**src/rtl/tick_pkg.sv**
```systemverilog
package tick_pkg;
  localparam int unsigned SEL_W = 2;
  typedef enum logic [SEL_W-1:0] {
    SEL_TICK  = 2'd0,
    SEL_STICK = 2'd1,
    SEL_RSV2  = 2'd2,
    SEL_RSV3  = 2'd3
  } tick_sel_e;
endpackage

```
**src/rtl/tick_cnt.sv**
```systemverilog
module tick_cnt #(
  parameter int unsigned W = 63
) (
  input  logic         clk_i,
  input  logic         rst_ni,
  input  logic         inc_i,
  output logic [W-1:0] cnt_o
);
  always_ff @(posedge clk_i or negedge rst_ni) begin
    if (!rst_ni)    cnt_o <= '0;
    else if (inc_i) cnt_o <= cnt_o + W'(1);
  end
endmodule

```
**src/rtl/tick_ofs_store.sv**
```systemverilog
module tick_ofs_store #(
  parameter int unsigned DATA_W = 64,
  localparam int unsigned W = DATA_W - 1
) (
  input  logic              clk_i,
  input  logic              rst_ni,
  input  logic              wr_en_i,
  input  logic [DATA_W-1:0] wdata_i,
  input  logic [W-1:0]      cnt_i,
  output logic [W-1:0]      ofs_o,
  output logic              flag_o
);
  // offset is taken against pre-increment count
  always_ff @(posedge clk_i or negedge rst_ni) begin
    if (!rst_ni) begin
      ofs_o  <= '0;
      flag_o <= 1'b0;
    end else if (wr_en_i) begin
      ofs_o  <= wdata_i[W-1:0] - cnt_i;
      flag_o <= wdata_i[DATA_W-1];
    end
  end
endmodule

```
**src/rtl/tick_rd_fmt.sv**
```systemverilog
module tick_rd_fmt #(
  parameter int unsigned DATA_W   = 64,
  parameter int unsigned LSB_ZERO = 2,
  localparam int unsigned W = DATA_W - 1
) (
  input  logic [W-1:0]      cnt_i,
  input  logic [W-1:0]      ofs_i,
  input  logic              flag_i,
  input  logic              hit_i,
  output logic [DATA_W-1:0] rdata_o
);
  logic [W-1:0] sum;
  logic [W-1:0] sum_m;

  assign sum = cnt_i + ofs_i;

  generate
    if (LSB_ZERO > 0) begin : g_mask
      localparam logic [W-1:0] MASK = ~((W'(1) << LSB_ZERO) - W'(1));
      assign sum_m = sum & MASK;
    end else begin : g_nomask
      assign sum_m = sum;
    end
  endgenerate

  assign rdata_o = hit_i ? {flag_i, sum_m} : '0;
endmodule

```
**src/rtl/tick_offset_reg.sv**
```systemverilog
module tick_offset_reg
  import tick_pkg::*;
#(
  parameter int unsigned DATA_W   = 64,
  parameter int unsigned LSB_ZERO = 2,
  localparam int unsigned W = DATA_W - 1
) (
  input  logic              clk_i,
  input  logic              rst_ni,
  input  logic              inc_i,
  input  logic              wr_i,
  input  logic [SEL_W-1:0]  sel_i,
  input  logic [DATA_W-1:0] wdata_i,
  output logic [DATA_W-1:0] rdata_o
);
  logic         hit;
  logic [W-1:0] cnt;
  logic [W-1:0] ofs;
  logic         flag;

  // both tick codes alias one storage
  assign hit = (sel_i == SEL_TICK) || (sel_i == SEL_STICK);

  tick_cnt #(.W(W)) i_cnt (
    .clk_i (clk_i),
    .rst_ni(rst_ni),
    .inc_i (inc_i),
    .cnt_o (cnt)
  );

  tick_ofs_store #(.DATA_W(DATA_W)) i_store (
    .clk_i  (clk_i),
    .rst_ni (rst_ni),
    .wr_en_i(wr_i && hit),
    .wdata_i(wdata_i),
    .cnt_i  (cnt),
    .ofs_o  (ofs),
    .flag_o (flag)
  );

  tick_rd_fmt #(.DATA_W(DATA_W), .LSB_ZERO(LSB_ZERO)) i_fmt (
    .cnt_i  (cnt),
    .ofs_i  (ofs),
    .flag_i (flag),
    .hit_i  (hit),
    .rdata_o(rdata_o)
  );
endmodule

```
**config.mk**
```make
export PLATFORM = sky130hd
export DESIGN_NAME = tick_offset_reg
export DESIGN_NICKNAME = d
export VERILOG_FILES = /design/src/rtl/tick_pkg.sv /design/src/rtl/tick_cnt.sv /design/src/rtl/tick_ofs_store.sv /design/src/rtl/tick_rd_fmt.sv /design/src/rtl/tick_offset_reg.sv
export SDC_FILE = /design/constraint.sdc
export NUM_CORES = 1
export LEC_CHECK = 0
export BUFFER_PORTS_ARGS = -buffer_cell sky130_fd_sc_hd__buf_2
export CAP_MARGIN = 20
export CORE_UTILIZATION = 45
export CTS_CLUSTER_DIAMETER = 80
export DETAILED_ROUTE_END_ITERATION = 8
export PLACE_DENSITY = 0.63
export SLEW_MARGIN = 20
export SYNTH_ARGS = -nofsm -noshare
export SYNTH_HDL_FRONTEND = slang
export SYNTH_SLANG_ARGS = --single-unit
```
**constraint.sdc**
```tcl
create_clock -name clk_i -period 3.4 [get_ports clk_i]
set_input_delay 0.51 -clock clk_i [delete_from_list [all_inputs] [get_ports clk_i]]
set_output_delay 0.51 -clock clk_i [all_outputs]
set_load 0.03 [all_outputs]
```
======== After elaboration in Yosys (flattened, before gate mapping) ========
Index checks and enable logic that the tools add are counted.
cells by class
  add/sub/neg operators ................... 3
  $mul .................................... 0
  divide/modulo/power cells ............... 0
  magnitude comparators ................... 0
  equality and inequality tests ........... 1
  shift-type cells ........................ 0
  multiplexer cells ....................... 1
  bitwise logic cells ..................... 0
  reduce and logical (&&, ||, !) cells .... 3
operators by type and width
  kind                                                  number
  two-way mux 64 bit                                    1
  adder 63 x 1 -> 63 bit (second input constant)        1
  adder 63 bit                                          1
  subtractor 63 bit                                     1
  equality test 2 x 1 -> 1 bit (second input constant)  1
  logical NOT 2 bit                                     1
  logical AND 1 bit                                     1
  logical OR 1 bit                                      1
word-level totals
  flip-flop bits (word level) ............. 127
  latch bits .............................. 0
  memory bits (writable) .................. 0
  memory bits (read-only) ................. 0
  input bits .............................. 70
  output and inout bits ................... 64
  word-level logic and storage cells ...... 11
  memories ................................ 0

======== Longest topological paths before layout ========
Gate-level depths: netlist (run 1).
  depth in word-level cells ............... 3
  mapped depth ............................ 13
  mapped depth without buffers ............ 13

======== Cells and area by module ========
From an unflattened synthesis (run 1), not the netlist that was laid out.
unflattened totals
  cells, all modules ...................... 1681
  area total of the unflattened synthesis .. 13355.3 um^2
by module, submodules not included
  module           instances  cells an instance  area each (um^2)  sequential area each (um^2)
  tick_ofs_store   1          766                6319.8            1601.5
  tick_rd_fmt      1          635                4066.4            0.0
  tick_cnt         1          278                2959.1            1576.5
  tick_offset_reg  1          2                  10.0              0.0

======== Worst setup path after synthesis (run 1) ========
OpenSTA, ideal clock, no wires.
  kind .................................... register to output
  start ................................... reg i_cnt.cnt_o[2]
  end ..................................... out rdata_o[56]
  arrival ................................. 3160 ps
  required time ........................... 2890 ps
  path slack .............................. -270 ps
  cell stages (with the launch flop) ...... 12
  buffers on the path ..................... 0
  cell sequence ........................... dfrtp_1 -> ha_1 -> o21a_1 -> o221ai_2 -> o2111a_1 -> or4_4 -> a21oi_4 -> a22o_2 -> a21oi_1 -> a21oi_1 -> nor3_1 -> nor3_1
on the way
  word-level cells in the longest chain between the ends .. 2
ends and longest elaborated chain
  what                      RTL line               text
  start: declaration        tick_cnt.sv:7          output logic [W-1:0] cnt_o
  start signal: assignment  tick_cnt.sv:11         else if (inc_i) cnt_o <= cnt_o + W'(1);
  adder 63 bit              tick_rd_fmt.sv:15      assign sum = cnt_i + ofs_i;
  two-way mux 64 bit        tick_rd_fmt.sv:26      assign rdata_o = hit_i ? {flag_i, sum_m} : '0;
  end: declaration          tick_offset_reg.sv:14  output logic [DATA_W-1:0] rdata_o
No other way between the ends.

======== Worst setup path in the final report (run 1) ========
  start ................................... reg i_store.ofs_o[3]
  end ..................................... out rdata_o[48]
on the way
  word-level cells in the longest chain between the ends .. 2
ends and longest elaborated chain
  what                      RTL line              text
  start: declaration        tick_ofs_store.sv:10  output logic [W-1:0] ofs_o,
  start signal: assignment  tick_ofs_store.sv:19  ofs_o <= wdata_i[W-1:0] - cnt_i;
  adder 63 bit              tick_rd_fmt.sv:15
  two-way mux 64 bit        tick_rd_fmt.sv:26
No other way between the ends.

==> results.cfg, run 1 <==
[critical_path]
crit_type = flop to primary output
cp_slowest_cell = or4_4
cp_max_fo = 3
cp-startpoint = i_store.ofs_o[3]$_DFFE_PN0P_
worstSetupEndpointType = primary output
r2r_cells = 16
start_kind = flop
path_cells = ha_4, o21a_1, o221ai_2, o2111a_2, or4_4, a21oi_4, a21bo_4, a21oi_4, o21ai_2, a221oi_2, mux2_4, buf_6
endpoint = rdata_o[48]
crit_path_frequent_cell = a21oi_4
reg2reg_from = i_cnt.cnt_o[12]$_DFFE_PN0P_
ff2ff_setup_slack_ps = 100
arrival_ps = 3530
cpPeakStageDelay_ps = 530
required_ps = 2890
reg2reg_to = i_store.ofs_o[56]$_DFFE_PN0P_

[detailed_routing]
firstDrtPassIters = 5
drt_iter0_drc = 874
routedWlPerCell_um = 16.3
vias = 12600
remaining_drc_errors = 0
ant_nets = 0
wirelength_um = 37700
avgViaCountPerCell = 5.48

[sta]
max_slew_margin = 0.373
hold_ws_ps = 110
setup_ws_ps = -638
fin_crit_sh = 1.19
max_freq_mhz = 248
hold_viol_final = 0
layout_min_cycle_time_ps = 4040
fin_skew_ps = 12.2
tightestPinTransition_ps = 939
report.final.setup_viol = 45
grt_setup_unrepaired = yes
finalMaxSlewViolations = 0

[pwr]
power_frac_clock = 0.238
netSwitchingFraction = 0.399
p_sw_mw = 3.25
seq_power_share = 0.231
p_int_mw = 4.90
p_per_area_nw_per_um2 = 477
max-vdd-ir-drop_uv = 299
leakagePower_nw = 7.93
power_frac_comb = 0.531

[global_routing]
grt_usage = 0.264
grt_pass1_wl_um = 59900
grt_pass1_vias = 12100
grt_start_max_net_pins = 82
antenna_found_initial = 1
grt-ovfl-total = 0

[yosys]
async_flop_share = 1.00
yosysSeqAreaShare = 0.256
synth-edff-count = 0
ys_seq_elements = 127
synth_area_per_cell_sq_um = 7.79
synthDistinctLibCells = 77
syn_area_sq_um = 12400
synth_cells = 1595
yosysWarnings = 0
synth_ff_type = dfrtp_1

[hold_path]
hp-class = input port to asynchronous set/reset pin

[placed_design]
numPortBuffers = 130
place_congestion = 0.952
dp_hpwl_um = 29400
dp.cells = 2236

[outcome]
status = finished, violations left
violations = negative setup slack

[clocking]
cts-hold-fix-buffers = 0
h-tree-depth = 4
cts_tree = yes
clk_latency_ps = 420
path_clk_slew_ps = 70
cts_root_buffer = clkbuf_16
cts.sinks = 127
cts_buffer_depth = 2
cts_made_buffers = 17

[floorplan]
die_y_um = 168
fp.dieW_um = 168
row_count = 60
start_util = 0.460
core_sq_um = 27000
io_pins = 134
dieArea_sq_um = 28300

[finish]
n_fill_cell = 2401
drive_gt1_frac = 0.296
syn2layout_area_growth_pct = 37.4
instances_no_fill = 2305
fin_nets = 2145

[job]
cap_violations = 0
## sequential cells by signal (all words and copies together) (netlist names)
name,flops
i_cnt.cnt_o,63
i_store.ofs_o,63
i_store.flag_o,1
## cell usage in the layout, fill, tap and decap left out, types with 9 or more instances in the layout
cell	count
buf_4	269
nand2_1	179
nor2_1	134
dfrtp_1	127
xnor2_1	116
ha_1	114
a21oi_1	108
o21ai_0	101
inv_1	91
buf_2	83
a21o_1	62
nand3_1	47
nand4_1	45
buf_6	44
xor2_1	38
nor3_1	28
o21bai_1	24
a21oi_2	23
clkbuf_16	17
nor2b_1	15
nand2b_1	15
o21a_1	13
o211ai_1	12
xnor2_2	11
a21oi_4	10
and3_1	10
o21ai_1	10
a31oi_1	10
nor3b_1	9
ha_4	9
## what timing repair did
item	4_1_cts	5_1_grt
buffers inserted	22	25
pin swaps	55	69
gates resized for setup	163	98
setup endpoints to repair	52	66
## synth_stat cells, types with 3 or more instances
cell type,instances,area (sq um)
nor2_1,141,529
buf_1,3,11.3
o21a_1,13,97.6
nor4_1,7,43.8
xor2_1,41,359
mux2_2,4,45.0
a311oi_1,5,43.8
o21bai_1,24,180
dfrtp_1,127,3180
inv_1,92,345
nor3_1,35,175
and2_1,6,37.5
nand4_1,45,282
a31o_2,3,26.3
or3_1,7,43.8
o21ai_2,6,52.6
nand2b_1,16,100
or2_2,4,25.0
o31ai_1,13,97.6
clkbuf_1,55,206
nor2b_1,15,93.8
o211ai_1,12,90.1
or4_1,4,30.0
a31oi_1,12,75.1
a21boi_0,8,60.1
a221oi_1,3,26.3
ha_1,124,1550
xnor2_1,127,1110
a21oi_1,138,691
a211oi_1,12,90.1
nor3b_1,10,75.1
nand3_1,51,255
a21o_1,63,473
o21ai_0,120,601
nand2_1,180,676
and3_1,10,62.6
nor4b_1,3,26.3
buf_2,4,20.0
## stage by stage
step                      instance area (sq um)  setup slack [ps]  power, mW  TNS, ps  utilization
final                                     17100              -638       8.14   -17020        0.632
after global routing                      17100              -743       8.64   -22490        0.632
after CTS                                 16500              -630       7.87   -16260        0.611
after detailed placement                  15100              -313       5.52    -5900        0.558
after global placement                    15100              -312       5.46    -5130        0.558
after floorplan                           12500             -19.0       4.15    -19.0            -
## kinds of logic (layout without fill, tap and decap cells)
kind of cell / Yosys count / in the layout / share of synthesized area
compound gates: 466 / 466 / 0.239
xor+xnor: 168 / 168 / 0.118
fa+ha+maj: 125 / 125 / 0.126
buf+inv: 156 / 523 / 0.0481
flops: 127 / 127 / 0.256
mux: 6 / 6 / 0.00564
other cells: 1 / 3 / 0.000302
simple gates: 546 / 546 / 0.207
## power groups by stage
stage | Combinational, mW | Sequential, mW | Clock (mW)
floorplan | 2.29 | 1.86 | 0
global placement | 3.59 | 1.87 | 0
detailed placement | 3.63 | 1.88 | 0
CTS | 4.03 | 1.87 | 1.97
global route | 4.70 | 1.91 | 2.03
finish | 4.32 | 1.88 | 1.94
## routing by layer
| layer | share of wire | global-route usage |
|---|---|---|
| met1 | 0.47 | 0.364 |
| met2 | 0.46 | 0.428 |
| met3 | 0.045 | 0.0263 |
| met4 | 0.024 | 0.0949 |
| met5 | 0 | 0 |
## worst min path at each step
stage / cells past startpoint / endpoint / start
3_3_place_gp: 2 / i_store.flag_o$_DFFE_PN0P_ / i_store.flag_o$_DFFE_PN0P_
5_1_grt: 1 / i_store.ofs_o[26]$_DFFE_PN0P_ / rst_ni
4_1_cts: 1 / i_cnt.cnt_o[23]$_DFFE_PN0P_ / rst_ni
3_5_place_dp: 2 / i_store.flag_o$_DFFE_PN0P_ / i_store.flag_o$_DFFE_PN0P_
6_report: 1 / i_cnt.cnt_o[23]$_DFFE_PN0P_ / rst_ni
2_1_floorplan: 0 / i_cnt.cnt_o[0]$_DFFE_PN0P_ / rst_ni
## critical path, delay by kind of cell (launching register included)
family / cells / cell delay [ps]
AO/OA/AOI/OAI: 8 / 1410
AND/OR/NAND/NOR: 1 / 530
flip-flops: 1 / 420
multiplexers: 1 / 310
adder cells (fa/ha/maj): 1 / 280
buffers and inverters: 1 / 140
## area by class of cell
cell class              count  area [sq um]  area share
multi-input cells        1313          9510       0.557
flip-flops and latches    127          3180       0.186
repair buffers            399          2990       0.175
well taps                 341           427      0.0250
clock buffers              17           425      0.0249
inverters                  92           345      0.0202
clock inverters            15           198      0.0116
diodes                      1          2.50    0.000147
No activity file was read; power rests on OpenSTA's default activity.
==> inputs of run 2 (changes only) <==
Settings changed: PLACE_DENSITY 0.63 to 0.61.
Clock period 3.4 ns to 5 ns, I/O delays scaled along.
==> results.cfg, run 2 (synthesized netlist as in run 1, its figures left out) <==
[sta]
max_freq_mhz = 214
fin_skew_ps = 9.56
layout_min_cycle_time_ps = 4680
tightestPinTransition_ps = 1020
hold_ws_ps = 373
grt_setup_unrepaired = no
fin_crit_sh = 0.935
hold_viol_final = 0
finalMaxSlewViolations = 0
finalSetupTns_ps = 0
report.final.setup_viol = 0
max_slew_margin = 0.314

[critical_path]
cp_top_family = compound AO/OA/AOI/OAI gates
cp_slowest_cell = dfrtp_1
worstSetupEndpointType = primary output
start_kind = flop
cp-startpoint = i_cnt.cnt_o[11]$_DFFE_PN0P_
endpoint = rdata_o[62]
path_cells = ha_1, and3_1, nand2_1, nor2_1, a41oi_2, o211a_1, nor2_1, a21o_1, a21boi_0, a31oi_1, mux2_2, buf_2
path_depth = 12
reg2reg_from = i_cnt.cnt_o[0]$_DFFE_PN0P_
cp_max_fo = 6
r2r_cells = 12
required_ps = 4250
crit_type = flop to primary output
path_buf_inv = 1
ff2ff_setup_slack_ps = 1250
arrival_ps = 3930
reg2reg_to = i_store.ofs_o[56]$_DFFE_PN0P_
crit_path_frequent_cell = nor2_1
cpPeakStageDelay_ps = 440

[detailed_routing]
remaining_drc_errors = 0
wirelength_um = 33900
routedWlPerCell_um = 16.6
ant_nets = 0
vias = 11400
avgViaCountPerCell = 5.60
drt_iter0_drc = 694
firstDrtPassIters = 5

[clocking]
cts_buffer_depth = 2
post-cts-setup-buffer-count = 0
cts_tree = yes
clk_latency_ps = 420
cts.sinks = 127
cts_root_buffer = clkbuf_16
cts_made_buffers = 17
path_clk_slew_ps = 60
h-tree-depth = 4

[floorplan]
io_pins = 134
dieArea_sq_um = 28300
core_sq_um = 27000
fp.dieW_um = 168
die_y_um = 168
start_util = 0.460
row_count = 60

[global_routing]
antenna_found_initial = 1
grt_pass1_vias = 10800
grt-ovfl-total = 0
grt_pass1_wl_um = 54600
grt_start_max_net_pins = 79
grt_usage = 0.242

[placed_design]
dp_hpwl_um = 27400
place_congestion = 0.920
numPortBuffers = 130
place_area_sq_um = 13300

[finish]
syn2layout_area_growth_pct = 12.0
mostFrequentLayoutCells = nand2_1, nor2_1, a21oi_1
layout_commonest_cell = nand2_1
stdcell_area_sq_um = 13900
fin_nets = 1881
reg.largest.list = i_cnt.cnt_o x63, i_store.ofs_o x63, i_store.flag_o x1
drive_gt1_frac = 0.121

[outcome]
status = complete, no violations

[pwr]
max-vdd-ir-drop_uv = 195
leakagePower_nw = 6.32
total_power_mw = 4.57
p_per_area_nw_per_um2 = 328

[job]
cap_violations = 0

[hold_path]
hp-class = input port to asynchronous set/reset pin
==> run 2: cell count changes in the layout (fill, tap and decap cells not counted), moves of 9 or more <==
| cell | change |
|---|---|
| a21oi_2 | -21 |
| ha_4 | -9 |
| ha_1 | +10 |
| o21ai_1 | -9 |
| buf_4 | -264 |
| xnor2_1 | +11 |
| buf_2 | +46 |
| a21oi_1 | +30 |
| xnor2_2 | -11 |
| buf_6 | -44 |
| o21ai_0 | +19 |
| a21oi_4 | -9 |
==> run 2: report_power, final <==
group          internal, mW  total, mW  switching [mW]
sequential             1.17       1.30           0.128
combinational         0.767       2.03            1.26
clock                 0.761       1.24           0.482
total                  2.70       4.57            1.87
==> run 2: worst min path at each step <==
| stage | slack [ps] | cells past startpoint | endpoint | from |
|---|---|---|---|---|
| CTS | 420 | 1 | i_store.ofs_o[24]$_DFFE_PN0P_ | rst_ni |
| floorplan | 440 | 2 | i_store.flag_o$_DFFE_PN0P_ | i_store.flag_o$_DFFE_PN0P_ |
| detailed placement | 450 | 2 | i_store.flag_o$_DFFE_PN0P_ | i_store.flag_o$_DFFE_PN0P_ |
| global route | 440 | 1 | i_store.ofs_o[23]$_DFFE_PN0P_ | rst_ni |
| finish | 370 | 1 | i_store.ofs_o[23]$_DFFE_PN0P_ | rst_ni |
| global placement | 450 | 2 | i_store.flag_o$_DFFE_PN0P_ | i_store.flag_o$_DFFE_PN0P_ |
==> run 2: final cells by class <==
class | count | area [sq um]
Antenna cell | 1 | 2.50
Clock buffer | 20 | 457
Clock inverter | 12 | 138
Fill cell | 2675 | 13100
Inverter | 92 | 345
Multi-Input combinational cell | 1313 | 8670
Sequential cell | 127 | 3180
Tap cell | 341 | 427
Timing Repair Buffer | 135 | 703
==> run 2: through the flow <==
stage	std cells	util	setup slack [ps]
3_5_place_dp	2008	0.493	708
4_1_cts	2040	0.515	209
6_report	2041	0.515	324
3_3_place_gp	2008	0.493	716
5_1_grt	2040	0.515	78.7
2_1_floorplan	1596	-	1090
==> run 2: timing repair <==
item / 4_1_cts / 5_1_grt
hold buffers: 0 / 0
endpoints found under the setup margin: 0 / 1
gates resized for setup: 0 / 1
==> run 2: metal layers <==
metal / vias up / part of all wire / wire length, um / global-route usage
li1: 5856 / - / - / -
met1: 5283 / 0.51 / 17200 / 0.348
met2: 239 / 0.44 / 14900 / 0.378
met3: 42 / 0.032 / 1100 / 0.0233
met4: 0 / 0.022 / 749 / 0.0783
met5: - / 0 / 0 / 0
